[config.mk]
export PLATFORM = sky130hd
export DESIGN_NAME = uart_rx_core
export DESIGN_NICKNAME = d
export VERILOG_FILES = /design/src/rtl/rx_pkg.sv /design/src/rtl/rx_ctrl.sv /design/src/rtl/rx_datapath.sv /design/src/rtl/uart_rx_core.sv
export SDC_FILE = /design/constraint.sdc
export NUM_CORES = 1
export LEC_CHECK = 0
export ABC_AREA = 1
export CAP_MARGIN = 20
export CORE_MARGIN = 2
export CORE_UTILIZATION = 55
export CTS_CLUSTER_DIAMETER = 200
export DETAILED_ROUTE_END_ITERATION = 8
export DONT_BUFFER_PORTS = 1
export PLACE_DENSITY = 0.73
export RECOVER_POWER = 50
export SLEW_MARGIN = 20
export SYNTH_ARGS = -nofsm -noshare
export SYNTH_HDL_FRONTEND = slang
export SYNTH_SLANG_ARGS = --single-unit
[constraint.sdc]
create_clock -name clk -period 1.9 [get_ports clk]
set_clock_uncertainty 0.15 [all_clocks]
set_input_delay 0.57 -clock clk [delete_from_list [all_inputs] [get_ports clk]]
set_output_delay 0.57 -clock clk [all_outputs]
set_load 0.005 [all_outputs]
[src/rtl/rx_pkg.sv]
package rx_pkg;

  typedef enum logic [2:0] {
    ST_IDLE,
    ST_START,
    ST_DATA,
    ST_PARITY,
    ST_STOP,
    ST_BREAK
  } rxState_t;

  // Strobes from control to datapath, each valid for one clock
  typedef struct packed {
    logic clearFrame;  // new start bit seen: clear assembly state
    logic shiftData;   // sample a data bit
    logic capParity;   // sample the parity bit
    logic finish;      // sample the stop bit and deliver
    logic brkStart;    // delivered character is a break
    logic brkEnd;      // line returned high after a break
  } rxStrobe_t;

  localparam logic [1:0] PAR_EVEN = 2'd0;
  localparam logic [1:0] PAR_ODD  = 2'd1;
  localparam logic [1:0] PAR_ZERO = 2'd2;
  localparam logic [1:0] PAR_ONE  = 2'd3;

endpackage

[src/rtl/rx_ctrl.sv]
module rx_ctrl
  import rx_pkg::*;
#(
  parameter int OVERSAMPLE = 16,
  parameter int MAXBITS    = 8
) (
  input  logic       clk,
  input  logic       rstN,
  input  logic       tick,
  input  logic       rxS,
  input  logic       sawOne,
  input  logic [1:0] cfgLen,
  input  logic       cfgParEn,
  output rxStrobe_t  strobe
);

  localparam int CNTW = $clog2(OVERSAMPLE);
  localparam int BITW = $clog2(MAXBITS);
  localparam logic [CNTW-1:0] HALF_LAST = CNTW'(OVERSAMPLE / 2 - 1);
  localparam logic [CNTW-1:0] FULL_LAST = CNTW'(OVERSAMPLE - 1);
  localparam logic [BITW-1:0] LEN_BASE  = BITW'(MAXBITS - 4);

  rxState_t        state, nextState;
  logic [CNTW-1:0] cnt, nextCnt;
  logic [BITW-1:0] bitIdx, nextBit;
  logic [BITW-1:0] lastBit;

  assign lastBit = BITW'(cfgLen) + LEN_BASE;

  always_comb begin
    strobe    = '0;
    nextState = state;
    nextCnt   = cnt;
    nextBit   = bitIdx;
    if (tick) begin
      case (state)
        ST_IDLE: begin
          if (!rxS) begin
            nextState         = ST_START;
            nextCnt           = '0;
            strobe.clearFrame = 1'b1;
          end
        end
        ST_START: begin
          if (cnt == HALF_LAST) begin
            nextCnt = '0;
            nextBit = '0;
            if (rxS) nextState = ST_IDLE;
            else     nextState = ST_DATA;
          end else begin
            nextCnt = cnt + CNTW'(1);
          end
        end
        ST_DATA: begin
          if (cnt == FULL_LAST) begin
            strobe.shiftData = 1'b1;
            nextCnt          = '0;
            if (bitIdx == lastBit) nextState = cfgParEn ? ST_PARITY : ST_STOP;
            else                   nextBit   = bitIdx + BITW'(1);
          end else begin
            nextCnt = cnt + CNTW'(1);
          end
        end
        ST_PARITY: begin
          if (cnt == FULL_LAST) begin
            strobe.capParity = 1'b1;
            nextCnt          = '0;
            nextState        = ST_STOP;
          end else begin
            nextCnt = cnt + CNTW'(1);
          end
        end
        ST_STOP: begin
          if (cnt == FULL_LAST) begin
            strobe.finish = 1'b1;
            nextCnt       = '0;
            if (!rxS && !sawOne) begin
              strobe.brkStart = 1'b1;
              nextState       = ST_BREAK;
            end else begin
              nextState = ST_IDLE;
            end
          end else begin
            nextCnt = cnt + CNTW'(1);
          end
        end
        ST_BREAK: begin
          if (rxS) begin
            strobe.brkEnd = 1'b1;
            nextState     = ST_IDLE;
          end
        end
        default: nextState = ST_IDLE;
      endcase
    end
  end

  always_ff @(posedge clk) begin
    if (!rstN) begin
      state  <= ST_IDLE;
      cnt    <= '0;
      bitIdx <= '0;
    end else begin
      state  <= nextState;
      cnt    <= nextCnt;
      bitIdx <= nextBit;
    end
  end

endmodule

[src/rtl/rx_datapath.sv]
module rx_datapath
  import rx_pkg::*;
#(
  parameter int SYNC_STAGES = 2,
  parameter int MAXBITS     = 8
) (
  input  logic               clk,
  input  logic               rstN,
  input  logic               serialIn,
  input  rxStrobe_t          strobe,
  input  logic [1:0]         cfgLen,
  input  logic               cfgParEn,
  input  logic [1:0]         cfgParMode,
  input  logic               rdAck,
  output logic               rxS,
  output logic               sawOne,
  output logic               rdValid,
  output logic [MAXBITS-1:0] rxData,
  output logic               statParity,
  output logic               statFraming,
  output logic               statBreak,
  output logic               statOverrun,
  output logic               breakStart,
  output logic               breakEnd
);

  localparam logic [1:0] SPAN = 2'd3;  // MAXBITS minus shortest length

  logic [SYNC_STAGES-1:0] syncQ;
  logic [MAXBITS-1:0]     shiftReg;
  logic [MAXBITS-1:0]     alignedData;
  logic [1:0]             shiftAmt;
  logic                   parBit;
  logic                   dataOnes;
  logic                   parErr;
  logic                   loadChar;

  // Input synchronizer, resets to the idle level
  always_ff @(posedge clk) begin
    if (!rstN) syncQ <= '1;
    else       syncQ <= {syncQ[SYNC_STAGES-2:0], serialIn};
  end
  assign rxS = syncQ[SYNC_STAGES-1];

  // Assembly: bits enter at the top and move down, LSB first on the line
  always_ff @(posedge clk) begin
    if (!rstN) begin
      shiftReg <= '0;
      parBit   <= 1'b0;
      sawOne   <= 1'b0;
    end else if (strobe.clearFrame) begin
      shiftReg <= '0;
      parBit   <= 1'b0;
      sawOne   <= 1'b0;
    end else begin
      if (strobe.shiftData) shiftReg <= {rxS, shiftReg[MAXBITS-1:1]};
      if (strobe.capParity) parBit   <= rxS;
      if ((strobe.shiftData || strobe.capParity) && rxS) sawOne <= 1'b1;
    end
  end

  assign shiftAmt    = SPAN - cfgLen;
  assign alignedData = shiftReg >> shiftAmt;
  assign dataOnes    = ^alignedData;

  always_comb begin
    parErr = 1'b0;
    if (cfgParEn) begin
      case (cfgParMode)
        PAR_EVEN: parErr = dataOnes ^ parBit;
        PAR_ODD:  parErr = ~(dataOnes ^ parBit);
        PAR_ZERO: parErr = parBit;
        default:  parErr = ~parBit;
      endcase
    end
  end

  assign loadChar = strobe.finish && (!rdValid || rdAck);

  // Holding register and per-character status
  always_ff @(posedge clk) begin
    if (!rstN) begin
      rdValid     <= 1'b0;
      rxData      <= '0;
      statParity  <= 1'b0;
      statFraming <= 1'b0;
      statBreak   <= 1'b0;
      statOverrun <= 1'b0;
    end else if (loadChar) begin
      rdValid     <= 1'b1;
      rxData      <= alignedData;
      statParity  <= parErr;
      statFraming <= ~rxS;
      statBreak   <= strobe.brkStart;
      statOverrun <= 1'b0;
    end else if (strobe.finish) begin
      statOverrun <= 1'b1;
    end else if (rdAck && rdValid) begin
      rdValid     <= 1'b0;
      statOverrun <= 1'b0;
    end
  end

  always_ff @(posedge clk) begin
    if (!rstN) begin
      breakStart <= 1'b0;
      breakEnd   <= 1'b0;
    end else begin
      breakStart <= strobe.brkStart;
      breakEnd   <= strobe.brkEnd;
    end
  end

endmodule

[src/rtl/uart_rx_core.sv]
module uart_rx_core
  import rx_pkg::*;
#(
  parameter int OVERSAMPLE  = 16,
  parameter int SYNC_STAGES = 2,
  parameter int MAXBITS     = 8
) (
  input  logic               clk,
  input  logic               rstN,
  input  logic               tick,
  input  logic               serialIn,
  input  logic [1:0]         cfgLen,
  input  logic               cfgParEn,
  input  logic [1:0]         cfgParMode,
  input  logic               rdAck,
  output logic               rdValid,
  output logic [MAXBITS-1:0] rxData,
  output logic               statParity,
  output logic               statFraming,
  output logic               statBreak,
  output logic               statOverrun,
  output logic               breakStart,
  output logic               breakEnd
);

  rxStrobe_t strobe;
  logic      rxS;
  logic      sawOne;

  rx_ctrl #(
    .OVERSAMPLE(OVERSAMPLE),
    .MAXBITS   (MAXBITS)
  ) u_ctrl (
    .clk     (clk),
    .rstN    (rstN),
    .tick    (tick),
    .rxS     (rxS),
    .sawOne  (sawOne),
    .cfgLen  (cfgLen),
    .cfgParEn(cfgParEn),
    .strobe  (strobe)
  );

  rx_datapath #(
    .SYNC_STAGES(SYNC_STAGES),
    .MAXBITS    (MAXBITS)
  ) u_dp (
    .clk        (clk),
    .rstN       (rstN),
    .serialIn   (serialIn),
    .strobe     (strobe),
    .cfgLen     (cfgLen),
    .cfgParEn   (cfgParEn),
    .cfgParMode (cfgParMode),
    .rdAck      (rdAck),
    .rxS        (rxS),
    .sawOne     (sawOne),
    .rdValid    (rdValid),
    .rxData     (rxData),
    .statParity (statParity),
    .statFraming(statFraming),
    .statBreak  (statBreak),
    .statOverrun(statOverrun),
    .breakStart (breakStart),
    .breakEnd   (breakEnd)
  );

endmodule

==> metrics.md, run 1 <==
| Metric | Value |
|---|---|
| Worst hold start | `serialIn` |
| Slew Limit Fails | `0` |
| Die Ht | `64.9 um` |
| All-Layer GR Usage | `22.7%` |
| Top Ports | `25` |
| N_diodes | `0` |
| FP Rows | `22` |
| Die area | `0.00422 mm^2` |
| Hold path depth | `1` |
| Static leakage | `1.00 nW` |
| Clk sinks | `37` |
| Postcts setup bufs | `0` |
| YS warnings | `0` |
| Unrepaired setup endpoints after global routing | `true` |
| Fin cells | `367` |
| Clk slew on worst S/H paths | `90 ps` |
| Crit start category | `register` |
| Worst Hold End | `u_dp.syncQ[0]` |
| Drt first pass iters | `4` |
| Ranking of synthesized cells by area | `dfxtp_1 (36%), nand2_1 (19%), nand3_1 (7.4%)` |
| Deepest clock path buffer count | `2` |
| CTS tree | `built` |
| Worst-Margin Slew | `381 ps` |
| Vias per cell | `5.24` |
| Worst EP required | `1970 ps` |
| Drc violations | `0` |
| Worst Setup Slack post-DPL | `-85.2 ps` |
| Post-Syn Area | `0.00204 mm^2` |
| Mapped Cells | `312` |
| Worst hold margin | `226 ps` |
| Largest net degree at the start of global routing | `18` |
| Worst-path maximum fanout | `4` |
| Vias | `1924` |
| Initial Util | `56.6%` |
| Arrival time of the worst setup path | `1870 ps` |
| Reg2Reg Capture Point | `u_ctrl.state[1]` |
| Reg-to-reg startpoint | `u_ctrl.cnt[0]` |
| Max Clk Rate | `555 MHz` |
| Total core area | `0.00361 mm^2` |
| Design Area, Final | `0.00224 mm^2` |
| Die width | `64.9 um` |
| Final setup fails | `0` |
| Area delta synth->final | `9.62%` |
| Max_slew headroom | `74.6%` |
| Dpl cells | `359` |
| Tightest Hold Check Type | `input port to register` |
| Pwr/cell area | `1030 mW/mm^2` |
| Syn Nets | `324` |
| Synth Register Bits | `37` |
| Yosys top cell area share | `36.3%` |
| Average size of a mapped cell | `6.54 um^2` |
| Setup_tns | `0 ps` |
| Hpwl dp | `3.28 mm` |
| Layout cells sized above 1 | `13.5%` |
| Yosys cell types | `33` |
| Initial DRC Count | `131` |
| Peak supply drop | `0.562 mV` |
| I/O Buffers | `0` |
| Detail Route Antenna Nets | `0` |
| Final min period | `1800 ps` |
| Final worst slack | `99.1 ps` |
| Avg WL per Cell | `11.7 um` |
| Routed WL | `4.28 mm` |
| Outcome | `completed` |
| RD Place Congestion | `0.929` |
| Final hold violations | `0` |
| # H-tree levels | `2` |
| CTS root buf | `clkbuf_8` |
| Initial antenna violation count | `0` |
| Kind of critical path | `register to register` |
| Number of global-route vias before repair | `1753` |
| Worst R2R Path Depth | `9` |
| Global-route wire length before repair | `7.58 mm` |
| Final clock period utilization by the worst path | `94.8%` |
| Sequential-to-total area share from yosys stat | `36.3%` |
| TritonCTS Buffers | `5` |
| Worst reg2reg setup slack | `100 ps` |
| Post-DP Area | `0.00212 mm^2` |
| Max_cap viols | `0` |
| Nets | `330` |
| CP endpoint kind | `register` |
| Global route overflow | `0` |
| Worst skew pair latency | `300 ps` |
| Largest area contributor in the netlist | `dfxtp_1` |
[registers in the layout, summed over array words and instances (netlist names)]
signal,count
u_dp.rdValid,1
u_dp.breakStart,1
u_dp.syncQ,2
u_dp.breakEnd,1
u_dp.shiftReg,8
u_dp.parBit,1
u_ctrl.bitIdx,3
u_ctrl.cnt,4
u_dp.statBreak,1
u_dp.statOverrun,1
u_dp.rxData,8
u_dp.statFraming,1
u_dp.statParity,1
u_dp.sawOne,1
u_ctrl.state,3
[cells by family after synthesis]
| kind of cell | count (synthesis) | synth area share, % |
|---|---|---|
| AOI/OAI and AO/OA | 51 | 13.4 |
| buffers and inverters | 46 | 9.44 |
| adders and majority gates | 2 | 1.23 |
| DFF | 37 | 36.3 |
| and+or+nand+nor | 174 | 38.8 |
| xor gates and xnor gates | 2 | 0.858 |
[placed cells by master, fill, tap and decap left out, drive strengths merged, types with 2 or more instances in the layout]
master    n
nand4     6
xor2      2
nor2     17
nand2   108
or2       4
a211oi    3
inv      38
dfxtp    37
clkbuf    5
o21ai    27
a21oi    18
buf       7
nand3    30
nor3      6
ha        2
nor4      2
[cell usage after synthesis, drive strengths merged]
cell	instances
nor4	2
nor3	6
nand4	6
nand3	30
xor2	2
o31ai	1
a211oi	3
inv	38
ha	2
clkbuf	1
buf	7
a31oi	1
o22ai	1
a21oi	18
nand2	108
nor3b	1
o21ai	27
or2	4
nor2	17
dfxtp	37
[area by class of cell]
| type | count | area (um^2) |
|---|---|---|
| timing repair buffer | 7 | 65.1 |
| clock buffer | 5 | 68.8 |
| tap | 48 | 60.1 |
| fill | 373 | 1370 |
| multi-input combinational | 229 | 1110 |
| sequential | 37 | 744 |
| clock inverter | 3 | 46.3 |
| inverter | 38 | 143 |
[per-layer routing]
layer | GRT usage (%) | vias up | wire (um)
met3 | 5.03 | 5 | 206
met5 | 0 | - | 0
li1 | - | 1025 | -
met1 | 31.1 | 860 | 2150
met2 | 35.1 | 34 | 1870
met4 | 7.98 | 0 | 59
[critical path: stages (launching register included)]
cell,delay [ps]
dfxtp_2,330
ha_1,200
nand2_1,110
inv_1,60
nand2_2,110
inv_1,90
o22ai_1,230
nor3_4,90
buf_4,150
a211oi_2,200
[per-stage QoR]
step                util [%]  total power, mW
floorplan                  -             1.46
detailed placement      58.7             1.61
finish                  62.1             2.31
global route            62.1             2.47
global placement        58.7             1.59
CTS                     61.9             2.31
[power breakdown]
part           leakage, nW  internal, mW  switching (mW)
combinational        0.648         0.258           0.433
sequential           0.300         0.846          0.0741
clock               0.0543         0.393           0.302
[worst max path at each step]
stage	start	end	slack, ps	cells after the start
finish	u_ctrl.cnt[0]	u_ctrl.state[1]	100	9
floorplan	cfgLen[1]	u_dp.statParity	50	14
detailed placement	cfgLen[1]	u_ctrl.bitIdx[2]	-90	8
global placement	cfgLen[1]	u_ctrl.bitIdx[2]	-30	8
CTS	u_ctrl.cnt[1]	u_dp.statFraming	50	12
global route	u_ctrl.cnt[1]	u_ctrl.state[2]	-10	10
[what timing repair did]
item | 4_1_cts | 5_1_grt
hold buffers | 0 | 0
gates resized for setup | 1 | 6
endpoints found under the setup margin | 2 | 19
pin swaps | 0 | 3
gates cloned | 0 | 0
endpoints found under the hold margin | 0 | 0
Note: power is estimated with default switching activity, not from simulation.
==> inputs of run 2 (changes only) <==
--- a/config.mk
+++ b/config.mk
@@ -10,6 +10,7 @@
 export CORE_MARGIN = 2
 export CORE_UTILIZATION = 55
 export CTS_CLUSTER_DIAMETER = 200
+export CTS_CLUSTER_SIZE = 28
 export DETAILED_ROUTE_END_ITERATION = 8
 export DONT_BUFFER_PORTS = 1
 export PLACE_DENSITY = 0.73
@@ -17,4 +18,5 @@
 export SLEW_MARGIN = 20
 export SYNTH_ARGS = -nofsm -noshare
 export SYNTH_HDL_FRONTEND = slang
+export SYNTH_HIERARCHICAL = 1
 export SYNTH_SLANG_ARGS = --single-unit
==> run 2 against run 1 <==
Flip-flop and latch count did not move. Synthesized cell count rose by 14%. Cell count rose by 14%. Combinational power fell by 3%. Count of clock-buffer cells in the layout did not move. Critical path type unchanged. Largest power group unchanged.
==> metrics.md, run 2 <==
| Metric | Value |
|---|---|
| Reg-to-reg startpoint | `u_ctrl/state[0] (was u_ctrl.cnt[0])` |
| Worst reg2reg setup slack | `170 ps (was 100 ps)` |
| RD Place Congestion | `0.857 (was 0.929)` |
| Slowest stage delay, CP | `360 ps (was 330 ps)` |
| Post-CTS sizing | `1 (unchanged)` |
| Post-Syn Area | `0.00221 mm^2 (was 0.00204 mm^2)` |
| Outcome | `completed (unchanged)` |
| I/O Buffers | `0 (unchanged)` |
| Mapped Cells | `356 (was 312)` |
| P_sw | `804 uW (was 809 uW)` |
| Number of global-route vias before repair | `1991 (was 1753)` |
| Yosys top cell area share | `33.5% (was 36.3%)` |
| CP endpoint kind | `register (unchanged)` |
| Critical-path cell list | `nor2_1 -> clkbuf_1 -> nand2_1 -> o21ai_1 -> inv_2 -> nand2_1 -> nand2_1 -> a21boi_1 (was ha_1 -> nand2_1 -> inv_1 -> nand2_2 -> inv_1 -> o22ai_1 -> nor3_4 -> buf_4 -> a211oi_2)` |
| CTS tree | `built (unchanged)` |
| Worst skew pair latency | `300 ps (about the same)` |
| Die width | `67.4 um (was 64.9 um)` |
| Drt first pass iters | `4 (unchanged)` |
| Biggest regs | `u_dp/rxData x8, u_dp/shiftReg x8, u_ctrl/cnt x4 (was u_dp.rxData x8, u_dp.shiftReg x8, u_ctrl.cnt x4)` |
| Initial DRC Count | `178 (was 131)` |
| Vias | `2181 (was 1924)` |
| Total Power | `2.38 mW (was 2.31 mW)` |
| Post-DP Area | `0.00231 mm^2 (was 0.00212 mm^2)` |
| Syn Nets | `368 (was 324)` |
| Final clock period utilization by the worst path | `91.0% (was 94.8%)` |
| Average size of a mapped cell | `6.21 um^2 (was 6.54 um^2)` |
| TritonCTS Buffers | `5 (unchanged)` |
| Routed WL | `4.98 mm (was 4.28 mm)` |
| Area delta synth->final | `11.0% (was 9.62%)` |
| Slew Limit Fails | `0 (unchanged)` |
| Top Ports | `25 (unchanged)` |
| Die Ht | `67.4 um (was 64.9 um)` |
| Design Area, Final | `0.00245 mm^2 (was 0.00224 mm^2)` |
| WP depth | `8 (was 9)` |
| Largest area contributor in the netlist | `dfxtp_1 (unchanged)` |
| Most common cell after layout, fill and taps aside | `nand2_1 (unchanged)` |
| Crit-path leading delay family | `compound AO/OA/AOI/OAI gates (unchanged)` |
| Global route overflow | `0 (unchanged)` |
| Deepest clock path buffer count | `2 (unchanged)` |
| Synth Register Bits | `37 (unchanged)` |
| N_diodes | `0 (unchanged)` |
| Final setup fails | `0 (unchanged)` |
| Post-synth EDFFs | `0 (unchanged)` |
| Pwr/cell area | `969 mW/mm^2 (was 1030 mW/mm^2)` |
| Detail Route Antenna Nets | `0 (unchanged)` |
| Worst-path maximum fanout | `5 (was 4)` |
| Tightest Hold Check Type | `input port to register (unchanged)` |
| Peak supply drop | `0.642 mV (was 0.562 mV)` |
| Final hold violations | `0 (unchanged)` |
| Clk network pwr share | `34.9% (was 30.2%)` |
| CP bufs+invs | `2 (was 3)` |
| Vias per cell | `5.19 (was 5.24)` |
| Worst R2R Path Depth | `8 (was 9)` |
| Slowest CP cell | `dfxtp_1 (was dfxtp_2)` |
| Clk slew on worst S/H paths | `80 ps (was 90 ps)` |
| Post-CTS Hold Fix Bufs | `0 (unchanged)` |
| FP Rows | `23 (was 22)` |
| Gate power share | `28.3% (was 30.0%)` |
| Crit path top cell by count | `nand2_1 (was inv_1)` |
| Global-route wire length before repair | `8.19 mm (was 7.58 mm)` |
| FFs w/ async S/R, synth | `0% (unchanged)` |
| Worst EP required | `1980 ps (was 1970 ps)` |
| Setup_tns | `0 ps (unchanged)` |
| Hpwl dp | `3.63 mm (was 3.28 mm)` |
| Avg WL per Cell | `11.9 um (was 11.7 um)` |
| CTS root buf | `clkbuf_8 (unchanged)` |
| CP Launch Point | `u_ctrl/state[0] (was u_ctrl.cnt[0])` |
| Kind of critical path | `register to register (unchanged)` |
| Layout cells sized above 1 | `14.3% (was 13.5%)` |
| Hold path depth | `2 (was 1)` |
| Sw frac | `33.8% (was 35.1%)` |
| Pint | `1.57 mW (was 1.50 mW)` |
| Worst-Margin Slew | `354 ps (was 381 ps)` |
| Yosys cell types | `24 (was 33)` |
| Initial Util | `56.1% (was 56.6%)` |
| Post-synth top cells | `nand2_1 (129), nand3_1 (43), dfxtp_1 (37), inv_1 (37), nor2_1 (24) (was nand2_1 (102), dfxtp_1 (37), inv_1 (32))` |
| Commonest cells after routing, fill and taps aside | `nand2_1 (129), nand3_1 (43), dfxtp_1 (37) (was nand2_1 (101), dfxtp_1 (34), inv_1 (30), nand3_1 (30), o21ai_0 (19))` |
| Crit start category | `register (unchanged)` |
| Max_cap viols | `0 (unchanged)` |
| Clk sinks | `37 (unchanged)` |
| Unrepaired setup endpoints after global routing | `false (was true)` |
| Max_slew headroom | `76.2% (was 74.6%)` |
| Final min period | `1730 ps (was 1800 ps)` |
| # H-tree levels | `2 (unchanged)` |
| Total core area | `0.00394 mm^2 (was 0.00361 mm^2)` |
| Cell with the most instances after synthesis | `nand2_1 (unchanged)` |
| Max Clk Rate | `579 MHz (was 555 MHz)` |
| Worst hold start | `rstN (was serialIn)` |
| YS warnings | `6 (was 0)` |
| Drc violations | `0 (unchanged)` |
| Fillers | `361 (was 373)` |
| Sequential-to-total area share from yosys stat | `33.5% (was 36.3%)` |
| Ranking of synthesized cells by area | `dfxtp_1 (33%), nand2_1 (22%), nand3_1 (9.7%) (was dfxtp_1 (36%), nand2_1 (19%), nand3_1 (7.4%))` |
| Top_reg_cell synth | `dfxtp_1 (unchanged)` |
| Initial antenna violation count | `0 (unchanged)` |
| All-Layer GR Usage | `23.5% (was 22.7%)` |
| Die area | `0.00455 mm^2 (was 0.00422 mm^2)` |
| Nets | `381 (was 330)` |
| Sequential power share | `36.8% (was 39.9%)` |
| Largest net degree at the start of global routing | `21 (was 18)` |
| Arrival time of the worst setup path | `1810 ps (was 1870 ps)` |
| Static leakage | `1.15 nW (was 1.00 nW)` |
| Postcts setup bufs | `0 (unchanged)` |
## run 2: cell types whose count changed after synthesis, sizes merged, moves of 4 or more
cell,before,now
inv,38,45
nand2,108,140
nand3,30,43
nor2,17,30
nor3,6,2
o21ai,27,19
## run 2: worst register-to-register path, delay by kind of cell (launching register included)
kind | cells | cell delay (ps)
buf+inv | 2 | 260
flops | 1 | 360
simple gates | 4 | 450
compound gates | 2 | 460
## run 2: kinds of logic after synthesis
logic type	count (synthesis)	synth area share [%]
compound gates	38	9.73
xor+xnor	1	0.396
flops	37	33.5
fa+ha+maj	2	1.13
simple gates	224	44.4
buf+inv	54	10.9
## run 2: layer usage
layer | global-route usage (%) | vias up | part of all wire, %
met4 | 9.95 | 0 | 1.8
met1 | 26.7 | 988 | 45
met5 | 0 | - | 0
met2 | 42.3 | 39 | 50
met3 | 5.17 | 10 | 3.0
li1 | - | 1144 | -
## run 2: cell type report
cell class	count	area, um^2	share of cell area, %
Sequential cell	37	741	30.2
Clock inverter	3	68.8	2.80
Clock buffer	5	68.8	2.80
Timing Repair Buffer	14	101	4.13
Tap cell	50	62.6	2.55
Inverter	46	173	7.03
Multi-Input combinational cell	265	1240	50.5
## run 2: path summary, 6_finish.rpt
check / to
worst min register to register: u_dp/syncQ[1]
worst max-delay path: u_ctrl/cnt[1]
worst max register to register: u_ctrl/cnt[1]
worst min-delay path: u_dp/breakEnd
## run 2: power by group through the flow
stage / sequential [mW] / clock, mW / combinational [mW]
CTS: 0.877 / 0.843 / 0.693
detailed placement: 0.895 / 0 / 0.689
global route: 0.882 / 0.867 / 0.755
finish: 0.876 / 0.830 / 0.672
floorplan: 0.882 / 0 / 0.581
global placement: 0.892 / 0 / 0.676
## run 2: per-stage QoR
step | setup WS [ps] | instances | utilization [%] | hold slack [ps]
5_1_grt | 22.5 | 420 | 62.3 | 221
6_report | 172 | 420 | 62.3 | 218
3_3_place_gp | -5.82 | 412 | 58.6 | 246
3_5_place_dp | -76.6 | 412 | 58.6 | 248
2_1_floorplan | 111 | 356 | - | 243
4_1_cts | 66.7 | 420 | 62.2 | 208
==> inputs of run 3 (changes only) <==
--- a/config.mk
+++ b/config.mk
@@ -7,7 +7,6 @@
 export LEC_CHECK = 0
 export ABC_AREA = 1
 export CAP_MARGIN = 20
-export CORE_MARGIN = 2
 export CORE_UTILIZATION = 55
 export CTS_CLUSTER_DIAMETER = 200
 export CTS_CLUSTER_SIZE = 28
==> run 3 against run 2 <==
Critical path depth is 1 higher. Count of clock-buffer cells in the layout stayed put. Combinational power decreased by 4.6%. Critical endpoint is now u_dp/shiftReg[0]. Largest cell class unchanged.
==> metrics.md, run 3 (synthesis gave the netlist of run 2 again) <==
| Metric | Value |
|---|---|
| Outcome | `completed (unchanged)` |
| Arrival time of the worst setup path | `1790 ps (was 1810 ps)` |
| FP Rows | `22 (was 23)` |
| Drt first pass iters | `4 (unchanged)` |
| I/O Buffers | `0 (unchanged)` |
| TritonCTS Buffers | `5 (unchanged)` |
| Slew Limit Fails | `0 (unchanged)` |
| N_diodes | `0 (unchanged)` |
| Max_cap viols | `0 (unchanged)` |
| Worst-Margin Slew | `373 ps (was 354 ps)` |
| Static leakage | `1.13 nW (was 1.15 nW)` |
| Fin cells | `415 (was 420)` |
| Unrepaired setup endpoints after global routing | `false (unchanged)` |
| CP endpoint kind | `register (unchanged)` |
| Routed WL | `4.76 mm (was 4.98 mm)` |
| RD Place Congestion | `0.872 (was 0.857)` |
| Biggest regs | `u_dp/rxData x8, u_dp/shiftReg x8, u_ctrl/cnt x4 (unchanged)` |
| Post-DP Area | `0.00229 mm^2 (was 0.00231 mm^2)` |
| Vias per cell | `5.18 (was 5.19)` |
| Dpl cells | `407 (was 412)` |
| Max Clk Rate | `584 MHz (was 579 MHz)` |
| Final hold violations | `0 (unchanged)` |
| Slowest CP cell | `dfxtp_1 (unchanged)` |
| Worst skew pair latency | `290 ps (was 300 ps)` |
| Total core area | `0.00377 mm^2 (was 0.00394 mm^2)` |
| Layout cells sized above 1 | `13.9% (was 14.3%)` |
| Worst-path maximum fanout | `12 (was 5)` |
| Crit start category | `register (unchanged)` |
| CTS root buf | `clkbuf_8 (unchanged)` |
| Number of global-route vias before repair | `1945 (was 1991)` |
| # H-tree levels | `2 (unchanged)` |
| Critical-path cell list | `ha_1 -> nand2_1 -> nor2_2 -> nand2_1 -> buf_4 -> nor2_2 -> buf_6 -> o21ai_0 -> a21oi_1 (was nor2_1 -> clkbuf_1 -> nand2_1 -> o21ai_1 -> inv_2 -> nand2_1 -> nand2_1 -> a21boi_1)` |
| Avg WL per Cell | `11.5 um (was 11.9 um)` |
| Top Ports | `25 (unchanged)` |
| Tightest Hold Check Type | `input port to register (unchanged)` |
| Pwr/cell area | `916 mW/mm^2 (was 969 mW/mm^2)` |
| Setup_tns | `0 ps (unchanged)` |
| Max_slew headroom | `74.9% (was 76.2%)` |
| Final core utilization | `63.8% (was 62.3%)` |
| Area delta synth->final | `8.77% (was 11.0%)` |
| Worst EP required | `1980 ps (about the same)` |
| Final min period | `1710 ps (was 1730 ps)` |
| Drc violations | `0 (unchanged)` |
| Global-route wire length before repair | `8.25 mm (was 8.19 mm)` |
| Initial Util | `58.7% (was 56.1%)` |
| Worst hold margin | `220 ps (was 218 ps)` |
| Final clock period utilization by the worst path | `90.1% (was 91.0%)` |
| Hpwl dp | `3.54 mm (was 3.63 mm)` |
| Initial DRC Count | `152 (was 178)` |
| Detail Route Antenna Nets | `0 (unchanged)` |
| Commonest cells after routing, fill and taps aside | `nand2_1 (129), nand3_1 (43), dfxtp_1 (37) (unchanged)` |
| Largest net degree at the start of global routing | `21 (unchanged)` |
| All-Layer GR Usage | `24.8% (was 23.5%)` |
| CTS tree | `built (unchanged)` |
| Global route overflow | `0 (unchanged)` |
| Kind of critical path | `register to register (unchanged)` |
| Clk sinks | `37 (unchanged)` |
| Die Ht | `65.4 um (was 67.4 um)` |
| Most common cell after layout, fill and taps aside | `nand2_1 (unchanged)` |
| Nets | `378 (was 381)` |
| Postcts setup bufs | `0 (unchanged)` |
| Vias | `2148 (was 2181)` |
| Initial antenna violation count | `0 (unchanged)` |
| Final setup fails | `0 (unchanged)` |
| Clk slew on worst S/H paths | `80 ps (about the same)` |
| Slowest stage delay, CP | `360 ps (about the same)` |
| Deepest clock path buffer count | `2 (unchanged)` |
| Die width | `65.4 um (was 67.4 um)` |
| Design Area, Final | `0.00241 mm^2 (was 0.00245 mm^2)` |
| Peak supply drop | `0.547 mV (was 0.642 mV)` |
| Die area | `0.00428 mm^2 (was 0.00455 mm^2)` |
==> run 3: changes by cell type in the layout (fill, tap and decap cells not counted) <==
cell / delta
clkinvlp_4: +1
bufinv_16: -1
nor2_2: +2
buf_4: -2
clkbuf_1: -1
nand2_2: -1
inv_6: -1
nand2_4: +1
clkinv_4: +1
nor2_4: -2
==> run 3: worst max-delay path: cells and delay by family, from the launching register on <==
family | cells | cell delay, ps
compound gates | 2 | 200
flops | 1 | 360
buf+inv | 2 | 320
simple gates | 4 | 440
fa+ha+maj | 1 | 170
==> run 3: cell type report <==
cell class	count	area [um^2]
sequential	37	741
fill	372	1370
clock inverter	3	46.3
clock buffer	5	68.8
inverter	46	173
timing repair buffer	11	82.6
multi-input combinational	265	1230
tap	48	60.1
==> run 3: power by group <==
part	leakage, nW	internal (mW)	switching, mW	total [mW]
Clock	0.0543	0.393	0.298	0.690
Sequential	0.299	0.822	0.0510	0.872
Combinational	0.778	0.221	0.420	0.641
==> run 3: per-layer routing <==
layer | track usage [%] | up-vias | share of wire (%) | routed length [um]
li1 | - | 1141 | - | -
met1 | 27.7 | 975 | 45 | 2140
met2 | 45.5 | 24 | 51 | 2410
met3 | 4.17 | 8 | 2.7 | 127
met4 | 10.6 | 0 | 1.7 | 80
met5 | 0 | - | 0 | 0
==> run 3: per-stage QoR <==
stage                     total power, mW  setup WS [ps]
after floorplan                      1.46            111
after global placement               1.57          -8.77
after detailed placement             1.57          -26.1
after CTS                            2.26           38.0
after global routing                 2.35           6.77
final                                2.20            187
==> run 3: repair_timing <==
item / 4_1_cts / 5_1_grt
gates resized for setup: 1 / 9
endpoints found under the setup margin: 4 / 20
hold buffers: 0 / 0
cloned: 0 / 0
==> run 3: worst paths after layout <==
| check | from | endpoint | slack (ps) | depth (start not counted) |
|---|---|---|---|---|
| min reg2reg | u_dp/syncQ[0] | u_dp/syncQ[1] | 270 | 1 |
| max | u_ctrl/cnt[1] | u_dp/shiftReg[0] | 190 | 9 |
| max reg2reg | u_ctrl/cnt[1] | u_dp/shiftReg[0] | 190 | 9 |
| min | rstN | u_dp/breakEnd | 220 | 2 |
